## src/rtl/serAddrSramPkg.sv

```systemverilog
package serAddrSramPkg;
  typedef enum logic [2:0] {
    ST_IDLE,
    ST_LATCH,
    ST_TURN,
    ST_BURST,
    ST_ACK
  } ctlState_t;

  // strobes from control to datapath
  typedef struct packed {
    logic weLow;
    logic oeLow;
    logic capture;
    logic latch;
    logic loadShift;
    logic selNext;
  } strobe_t;
endpackage

```

## src/rtl/serAddrSramDp.sv

```systemverilog
module serAddrSramDp
  import serAddrSramPkg::*;
#(
  parameter int BLKW  = 16,
  parameter int DW    = 8,
  parameter int NBYTE = 8,
  localparam int IDXW = $clog2(NBYTE),
  localparam int CNTW = $clog2(BLKW) + 1
) (
  input  logic                clk,
  input  logic                rstN,
  input  strobe_t             stb,
  input  logic [IDXW-1:0]     idx,
  input  logic [BLKW-1:0]     reqBlock,
  input  logic [BLKW-1:0]     nextBlock,
  input  logic [NBYTE*DW-1:0] wrData,
  output logic [NBYTE*DW-1:0] rdData,
  output logic                shBusy,
  output logic                serData,
  output logic                serClk,
  output logic                latchStb,
  output logic [IDXW-1:0]     addrLow,
  output logic                weN,
  output logic                oeN,
  output logic                ceN,
  output logic [DW-1:0]       dqOut,
  output logic                dqOe,
  input  logic [DW-1:0]       dqIn
);
  logic [BLKW-1:0] shReg;
  logic [CNTW-1:0] bitCnt;
  logic            shPhase;
  logic            serClkR;

  // serial address shifter: each bit takes a low and a high clock phase
  always_ff @(posedge clk) begin
    if (!rstN) begin
      shReg   <= '0;
      bitCnt  <= '0;
      shPhase <= 1'b0;
      serClkR <= 1'b0;
    end else if (stb.loadShift) begin
      shReg   <= stb.selNext ? nextBlock : reqBlock;
      bitCnt  <= CNTW'(BLKW);
      shPhase <= 1'b0;
      serClkR <= 1'b0;
    end else if (bitCnt != '0) begin
      if (!shPhase) begin
        serClkR <= 1'b1;
        shPhase <= 1'b1;
      end else begin
        serClkR <= 1'b0;
        shPhase <= 1'b0;
        shReg   <= {shReg[BLKW-2:0], 1'b0};
        bitCnt  <= bitCnt - 1'b1;
      end
    end
  end

  always_ff @(posedge clk) begin
    if (!rstN) rdData <= '0;
    else if (stb.capture) rdData[idx*DW +: DW] <= dqIn;
  end

  assign shBusy   = (bitCnt != '0);
  assign serData  = shReg[BLKW-1];
  assign serClk   = serClkR;
  assign latchStb = stb.latch;
  assign addrLow  = idx;
  assign weN      = ~stb.weLow;
  assign oeN      = ~stb.oeLow;
  assign ceN      = weN & oeN;
  assign dqOe     = stb.weLow;
  assign dqOut    = wrData[idx*DW +: DW];
endmodule

```

## src/rtl/serAddrSramFsm.sv

```systemverilog
module serAddrSramFsm
  import serAddrSramPkg::*;
#(
  parameter int BLKW  = 16,
  parameter int NBYTE = 8,
  localparam int IDXW = $clog2(NBYTE)
) (
  input  logic            clk,
  input  logic            rstN,
  input  logic            reqValid,
  input  logic            reqWrite,
  input  logic [BLKW-1:0] reqBlock,
  input  logic            nextValid,
  input  logic [BLKW-1:0] nextBlock,
  input  logic            shBusy,
  output strobe_t         stb,
  output logic [IDXW-1:0] idx,
  output logic            ack
);
  ctlState_t       state, stateNxt;
  logic [IDXW-1:0] cnt;
  logic            phase;
  logic            opWrite;
  logic [BLKW-1:0] latchedBlk, stagedBlk;
  logic            latchedValid, stagedSet;
  logic            hit, stagedMatch, nextMatch;

  always_comb begin
    hit         = latchedValid && (reqBlock == latchedBlk);
    stagedMatch = stagedSet && (stagedBlk == reqBlock);
    nextMatch   = stagedSet && (stagedBlk == nextBlock);
    stateNxt    = state;
    stb         = '0;
    case (state)
      ST_IDLE: if (reqValid) begin
        if (hit) stateNxt = reqWrite ? ST_BURST : ST_TURN;
        else if (stagedMatch && !shBusy) stateNxt = ST_LATCH;
        else if (!stagedMatch && !shBusy) stb.loadShift = 1'b1;
      end
      ST_LATCH: begin
        stb.latch = 1'b1;
        stateNxt  = opWrite ? ST_BURST : ST_TURN;
      end
      ST_TURN: stateNxt = ST_BURST;
      ST_BURST: begin
        stb.weLow   = opWrite && !phase;
        stb.oeLow   = !opWrite && !phase;
        stb.capture = !opWrite && !phase;
        // preload the hinted block while this burst runs
        if (nextValid && !shBusy && (nextBlock != latchedBlk) && !nextMatch) begin
          stb.loadShift = 1'b1;
          stb.selNext   = 1'b1;
        end
        if (phase && cnt == IDXW'(NBYTE - 1)) stateNxt = ST_ACK;
      end
      ST_ACK:  stateNxt = ST_IDLE;
      default: stateNxt = ST_IDLE;
    endcase
  end

  always_ff @(posedge clk) begin
    if (!rstN) begin
      state        <= ST_IDLE;
      cnt          <= '0;
      phase        <= 1'b0;
      opWrite      <= 1'b0;
      latchedBlk   <= '0;
      latchedValid <= 1'b0;
      stagedBlk    <= '0;
      stagedSet    <= 1'b0;
    end else begin
      state <= stateNxt;
      if (state == ST_IDLE) opWrite <= reqWrite;
      if (state != ST_BURST) begin
        cnt   <= '0;
        phase <= 1'b0;
      end else begin
        phase <= ~phase;
        if (phase) cnt <= cnt + 1'b1;
      end
      if (stb.loadShift) begin
        stagedBlk <= stb.selNext ? nextBlock : reqBlock;
        stagedSet <= 1'b1;
      end
      if (stb.latch) begin
        latchedBlk   <= stagedBlk;
        latchedValid <= 1'b1;
        stagedSet    <= 1'b0;
      end
    end
  end

  assign idx = cnt;
  assign ack = (state == ST_ACK);
endmodule

```

## src/rtl/serAddrSramCtl.sv

```systemverilog
module serAddrSramCtl
  import serAddrSramPkg::*;
#(
  parameter int BLKW  = 16,
  parameter int DW    = 8,
  parameter int NBYTE = 8,
  localparam int IDXW = $clog2(NBYTE)
) (
  input  logic                clk,
  input  logic                rstN,
  input  logic                reqValid,
  input  logic                reqWrite,
  input  logic [BLKW-1:0]     reqBlock,
  input  logic [NBYTE*DW-1:0] wrData,
  input  logic                nextValid,
  input  logic [BLKW-1:0]     nextBlock,
  output logic                ack,
  output logic [NBYTE*DW-1:0] rdData,
  output logic                serData,
  output logic                serClk,
  output logic                latchStb,
  output logic [IDXW-1:0]     addrLow,
  output logic                weN,
  output logic                oeN,
  output logic                ceN,
  output logic [DW-1:0]       dqOut,
  output logic                dqOe,
  input  logic [DW-1:0]       dqIn
);
  strobe_t         stb;
  logic [IDXW-1:0] idx;
  logic            shBusy;

  serAddrSramFsm #(.BLKW(BLKW), .NBYTE(NBYTE)) uFsm (
    .clk(clk), .rstN(rstN), .reqValid(reqValid), .reqWrite(reqWrite),
    .reqBlock(reqBlock), .nextValid(nextValid), .nextBlock(nextBlock),
    .shBusy(shBusy), .stb(stb), .idx(idx), .ack(ack)
  );

  serAddrSramDp #(.BLKW(BLKW), .DW(DW), .NBYTE(NBYTE)) uDp (
    .clk(clk), .rstN(rstN), .stb(stb), .idx(idx), .reqBlock(reqBlock),
    .nextBlock(nextBlock), .wrData(wrData), .rdData(rdData), .shBusy(shBusy),
    .serData(serData), .serClk(serClk), .latchStb(latchStb), .addrLow(addrLow),
    .weN(weN), .oeN(oeN), .ceN(ceN), .dqOut(dqOut), .dqOe(dqOe), .dqIn(dqIn)
  );
endmodule

```

## config.mk

```make
export PLATFORM = sky130hd
export DESIGN_NAME = serAddrSramCtl
export DESIGN_NICKNAME = d
export VERILOG_FILES = /design/src/rtl/serAddrSramPkg.sv /design/src/rtl/serAddrSramDp.sv /design/src/rtl/serAddrSramFsm.sv /design/src/rtl/serAddrSramCtl.sv
export SDC_FILE = /design/constraint.sdc
export NUM_CORES = 1
export LEC_CHECK = 0
export BUFFER_PORTS_ARGS = -buffer_cell sky130_fd_sc_hd__buf_2
export CAP_MARGIN = 20
export CORE_ASPECT_RATIO = 0.8
export CORE_MARGIN = 2
export CORE_UTILIZATION = 37
export DETAILED_ROUTE_END_ITERATION = 6
export PLACE_DENSITY = 0.7
export RECOVER_POWER = 25
export REMOVE_ABC_BUFFERS = 1
export SKIP_CTS_REPAIR_TIMING = 1
export SLEW_MARGIN = 15
export SYNTH_ARGS = -nofsm -noshare
export SYNTH_HDL_FRONTEND = slang
export SYNTH_SLANG_ARGS = --single-unit
```

## constraint.sdc

```tcl
create_clock -name clk -period 2.8 [get_ports clk]
set_input_delay 0.28 -clock clk [delete_from_list [all_inputs] [get_ports clk]]
set_output_delay 0.28 -clock clk [all_outputs]
set_load 0.03 [all_outputs]
```

Word level (Yosys, flattened, before mapping)
Index checks and enable logic that the tools add are counted.

word-level totals
  flip-flop bits (word level) = 128
  word-level logic and storage cells = 88
  input bits = 109

cells by class
  mux-type cells = 25
  shift-type cells = 3
  add/subtract/negate cells = 3
  reduce and logical (&&, ||, !) cells = 26
  bitwise operators = 5
  equality and inequality tests = 13

operator list
  cell                                                                     count
  64-bit bitwise mux                                                       1
  16-bit 2-to-1 mux                                                        4
  8-bit by 34-bit variable shift with 64-bit output, first input constant  1
  64-bit by 7-bit variable part select with 8-bit output                   1
  8-bit by 34-bit variable part select with 64-bit output                  1
  16-bit == test                                                           3
  6-bit negation with 34-bit output                                        1
  16-bit inequality test                                                   1
  3-bit 2-to-1 mux                                                         5
  5-bit 2-to-1 mux                                                         3
  3-bit one-hot mux with 4 select lines                                    1
  1-bit logical AND                                                        11
  1-bit 2-to-1 mux                                                         9
  3-bit by 2-bit == test with 1-bit output, second input constant          2
  3-bit == test, second input constant                                     2
  2-bit OR reduction                                                       3
  1-bit zero test                                                          5
  5-bit nonzero test                                                       1
  5-bit by 1-bit subtractor with 5-bit output, second input constant       1
  1-bit NOT                                                                4
  2-bit AND reduction                                                      2
  2-bit nonzero test                                                       2
  3-bit by 1-bit adder with 3-bit output, second input constant            1
  3-bit by 1-bit == test with 1-bit output, second input constant          1
  9 further kinds                                                          9

Depth between registers and ports, before layout
  depth after elaboration = 11
  mapped depth = 10
  mapped depth without buffers = 8

Modules after synthesis
A second synthesis with hierarchy kept.

unflattened totals
  cell total of the unflattened synthesis = 745
  area, all modules = 7026.7 µm²

modules (own cells, without submodules)
  module          area each (µm²)  cells an instance  times used  seq. area each (µm²)
  serAddrSramDp   4544.4           477                1           1721.7
  serAddrSramFsm  2482.4           268                1           840.8

Worst setup path after synthesis
Ideal clock, no wire load.

  path type = reg2reg
  start = register uFsm.cnt[1], in the netlist uFsm.idx[1]
  end = register uDp.rdData[32]
  arrival time = 2776 ps
  clock period less this slack = 2903 ps
  stages on the path, launching flop included = 11
  setup slack = -103 ps
  path through = dfxtp_1 > clkbuf_1 > buf_1 > inv_1 > ha_1 > ha_1 > nor3b_2 > nor4b_4 > buf_6 > mux2i_1 > nor2_1

between the ends
  longest elaborated chain between the ends = 3
  elaborated cells on any way between the ends = 4
  classes of those cells = add/sub: 1; shift: 2; mux: 1

ends and longest elaborated chain
  element                                                                                                                       RTL line              source
  from (decl)                                                                                                                   serAddrSramFsm.sv:21  logic [IDXW-1:0] cnt;
  from (signal assigned)                                                                                                        serAddrSramFsm.sv:79  if (phase) cnt <= cnt + 1'b1;
  6-bit negation with 34-bit output *                                                                                           serAddrSramDp.sv:62   else if (stb.capture) rdData[idx*DW +: DW] <= dqIn;
  8-bit by 34-bit variable part select with 64-bit output or 8-bit by 34-bit variable shift with 64-bit output (tied branches)  serAddrSramDp.sv:62
  64-bit bitwise mux *                                                                                                          serAddrSramDp.sv:62
  to (signal, indexed assignment)                                                                                               serAddrSramDp.sv:62
  to (decl)                                                                                                                     serAddrSramDp.sv:17   output logic [NBYTE*DW-1:0] rdData,

Mark *: on every way between the ends. The rest lies on a longest branch, timed or not.
A chain may end at the register's enable or synchronous reset.

Worst setup path in the final report
  start = register uFsm.stagedBlk[15]
  end = register uDp.shReg[15]

between the ends
  longest elaborated chain between the ends = 11
  elaborated cells on any way between the ends = 21
  classes of those cells = eq/ne: 2; mux: 9; reduce/logical: 10

ends and longest elaborated chain
  element                                RTL line              source
  from (decl)                            serAddrSramFsm.sv:24  logic [BLKW-1:0] latchedBlk, stagedBlk;
  from (signal assigned)                 serAddrSramFsm.sv:82  stagedBlk <= stb.selNext ? nextBlock : reqBlock;
  16-bit == test                         serAddrSramFsm.sv:30  stagedMatch = stagedSet && (stagedBlk == reqBlock);
  1-bit logical AND                      serAddrSramFsm.sv:30
  1-bit zero test                        serAddrSramFsm.sv:38  else if (!stagedMatch && !shBusy) stb.loadShift = 1'b1;
  1-bit logical AND                      serAddrSramFsm.sv:38
  1-bit 2-to-1 mux                       serAddrSramFsm.sv:38
  1-bit 2-to-1 mux                       serAddrSramFsm.sv:37  else if (stagedMatch && !shBusy) stateNxt = ST_LATCH;
  1-bit 2-to-1 mux                       serAddrSramFsm.sv:36  if (hit) stateNxt = reqWrite ? ST_BURST : ST_TURN;
  1-bit 2-to-1 mux                       serAddrSramFsm.sv:35  ST_IDLE: if (reqValid) begin
  1-bit one-hot mux with 2 select lines  serAddrSramFsm.sv:34  case (state)
  2-bit nonzero test (no line)           --
  2-bit AND reduction (no line)          --
  to (signal assigned)                   serAddrSramDp.sv:43   shReg <= stb.selNext ? nextBlock : reqBlock;
  to (signal assigned)                   serAddrSramDp.sv:54   shReg <= {shReg[BLKW-2:0], 1'b0};
  to (decl)                              serAddrSramDp.sv:30   logic [BLKW-1:0] shReg;

Parallel ways exist; a longest one is shown, timed or not.

==> impl_metrics.json <==
{
  "hold_slack_ps": 128,
  "grt.overflow.total": 0,
  "setup_violations": 0,
  "grt_setup_unrepaired": "no",
  "track_usage": 0.209,
  "synthArstFlopShare": 0,
  "final_cells": 1210,
  "clk_pin_slew_ps": 60,
  "violations": "capacitance limit, slew limit",
  "min_path_cells": 3,
  "htree_levels": 4,
  "outcome": "finished, violations left",
  "grt_pass1_wl_mm": 32.0,
  "dp_hpwl_mm": 15.0,
  "critPathCaptureType": "flop",
  "route.vias.total": 6536,
  "hold_violations": 0,
  "synthToLayoutAreaGrowth_pct": 24.3,
  "synthDistinctLibCells": 55,
  "yosys_warnings": 0,
  "reg2reg_slack_ps": 250,
  "r2r_cells": 8,
  "fmax_ghz": 0.393,
  "start_kind": "flop",
  "final_common_cell": "nand2_1",
  "ys_dominant_reg_cell": "dfxtp_1",
  "fp.dieW_microns": 156,
  "clock-root-buffer": "clkbuf_16",
  "multiInputGateArea_sq_um": 3880,
  "start_util": 0.376,
  "max-cap-violations": 1,
  "dp_cells": 1177,
  "finalCritPeriodShare": 0.910,
  "critPathMaxFanout": 28,
  "avgSynthCellArea_sq_um": 8.56,
  "coreArea_sq_um": 18100,
  "reg2reg_from": "uFsm.stagedBlk[15]",
  "min_period_ps": 2550,
  "port_buffers": 191,
  "finalWirelength_mm": 21.0,
  "cts_tree": "yes",
  "hp-start": "reqWrite",
  "critical_path_arrival_ps": 2770,
  "setup-tns-final_ps": 0,
  "finish.utilization": 0.468,
  "slew_violations": 40,
  "grt_max_degree": 65,
  "ff_latch_area_sq_um": 2560,
  "cts.sinks": 128,
  "fp.dieH_microns": 125,
  "fin_area_sq_um": 8450,
  "wire_per_inst_microns": 17.4,
  "final_antenna_net_count": 0,
  "ys_ff_latch": 128,
  "drt_pre_antenna_iters": 6,
  "timing.rr.end": "uDp.shReg[15]",
  "cellLeakagePower_uw": 0.00333,
  "cts_buffers": 17,
  "synth_area_sq_um": 6800,
  "drtIter0Drc": 620,
  "power.density_nw_per_um2": 623,
  "n_fill_cell": 1780,
  "ir_drop_uv": 420,
  "post-route-drc-count": 0,
  "clk_path_buf_depth": 2,
  "layout.cells.most_common_list": "157 x nand2_1, 142 x buf_2, 128 x dfxtp_1, 98 x a21oi_1, 51 x nand3_1",
  "antenna_found_initial": 1,
  "min_path_type": "primary input to flop",
  "finClkSkew_ps": 8.87,
  "drive_gt1_frac": 0.248,
  "worst_slew_pin_slew_ps": 1560,
  "synthCells": 794,
  "yosysSeqAreaShare": 0.377,
  "grt_pass1_vias": 5864,
  "rows": 44,
  "required_ps": 3030,
  "die_area_sq_um": 19500,
  "clk_latency_ps": 420,
  "gp_congestion": 0.932,
  "via_per_inst": 5.40,
  "min_to": "uFsm.opWrite",
  "ioPinCount": 192,
  "nNetsFinal": 1084,
  "synth_edf_count": 0,
  "place_area_sq_um": 7920,
  "slew_headroom": -0.0406,
  "critical_path_class": "flop to flop"
}
[metal layers]
layer / share of wire / global-route usage / wire length [microns]
met4: 0.016 / 0.0718 / 340
met3: 0.076 / 0.0537 / 1610
met1: 0.45 / 0.285 / 9520
met5: 0 / 0 / 0
met2: 0.45 / 0.321 / 9570
[where the power goes]
| part | switching [uW] | leakage (uW) | internal [uW] |
|---|---|---|---|
| clock network | 884 | 0.000281 | 1320 |
| registers | 122 | 0.00104 | 1950 |
| logic | 557 | 0.00201 | 435 |
[worst max-delay path by stage]
stage / from / to / slack [ps] / cells after the start
2_1_floorplan: uFsm.latchedBlk[1] / uFsm.stagedSet / -1110 / 7
3_3_place_gp: uDp.bitCnt[0] / uDp.shReg[6] / 270 / 8
3_5_place_dp: uDp.bitCnt[0] / uDp.shReg[7] / 180 / 8
4_1_cts: uDp.bitCnt[0] / uDp.shReg[7] / 130 / 8
5_1_grt: uFsm.stagedBlk[12] / uDp.shReg[15] / 110 / 8
6_report: uFsm.stagedBlk[15] / uDp.shReg[15] / 250 / 8
[Yosys cell counts, types with 4 or more instances]
cell type | count | area, sq um
nand3_1 | 51 | 255
buf_2 | 10 | 50.1
o221ai_2 | 10 | 150
nor4_1 | 8 | 50.1
xnor2_1 | 21 | 184
nor3_1 | 9 | 45.0
ha_1 | 9 | 113
nand4_1 | 6 | 37.5
mux4_2 | 16 | 360
and2_1 | 5 | 31.3
nor2_1 | 33 | 124
xor2_1 | 48 | 420
dfxtp_1 | 128 | 2560
or2_1 | 6 | 37.5
inv_1 | 9 | 33.8
o21ai_0 | 19 | 95.1
clkbuf_1 | 30 | 113
mux2i_1 | 24 | 240
and3_1 | 4 | 25.0
o22ai_1 | 12 | 75.1
or2_2 | 5 | 31.3
buf_4 | 14 | 105
a21oi_1 | 98 | 490
o311ai_0 | 15 | 131
nand2_1 | 156 | 586
buf_6 | 4 | 45.0
[registers in the layout, summed over array words and instances, names as in the netlist, 3 cells and up]
register         flops
uFsm.stagedBlk      16
uFsm.idx             3
uDp.bitCnt           5
uDp.shReg           16
uDp.rdData          64
uFsm.latchedBlk     16
uFsm.state           3
[cells by family (layout without fill, tap and decap cells)]
logic type / Yosys count / in the layout / synth area share
flip-flops: 128 / 128 / 0.377
AO/OA/AOI/OAI: 167 / 167 / 0.155
adder cells (fa/ha/maj): 9 / 9 / 0.0166
AND/OR/NAND/NOR: 310 / 310 / 0.221
other: 0 / 1 / 0
multiplexers: 40 / 40 / 0.0884
buffers and inverters: 71 / 256 / 0.0532
XOR/XNOR: 69 / 69 / 0.0889
[per-stage QoR]
stage	worst slack (ps)	power, uW
after CTS	130	5290
after global routing	109	5490
final	253	5270
after global placement	269	3060
after floorplan	-1110	2720
after detailed placement	177	3070
[critical path: stages, from the launching register on]
cell	delay, ps
dfxtp_1	350
xor2_1	180
nor4_1	480
nand4_1	260
o22ai_2	290
buf_4	410
o21ai_0	160
o311ai_1	110
a21oi_1	120
[layout make-up]
class / count / area share
sequential: 128 / 0.303
tap: 230 / 0.0341
multi-input combinational: 595 / 0.460
inverter: 11 / 0.00489
clock inverter: 14 / 0.0188
clock buffer: 18 / 0.0508
timing repair buffer: 213 / 0.128
antenna: 1 / 0.000296
No activity file was read; power rests on OpenSTA's default activity.
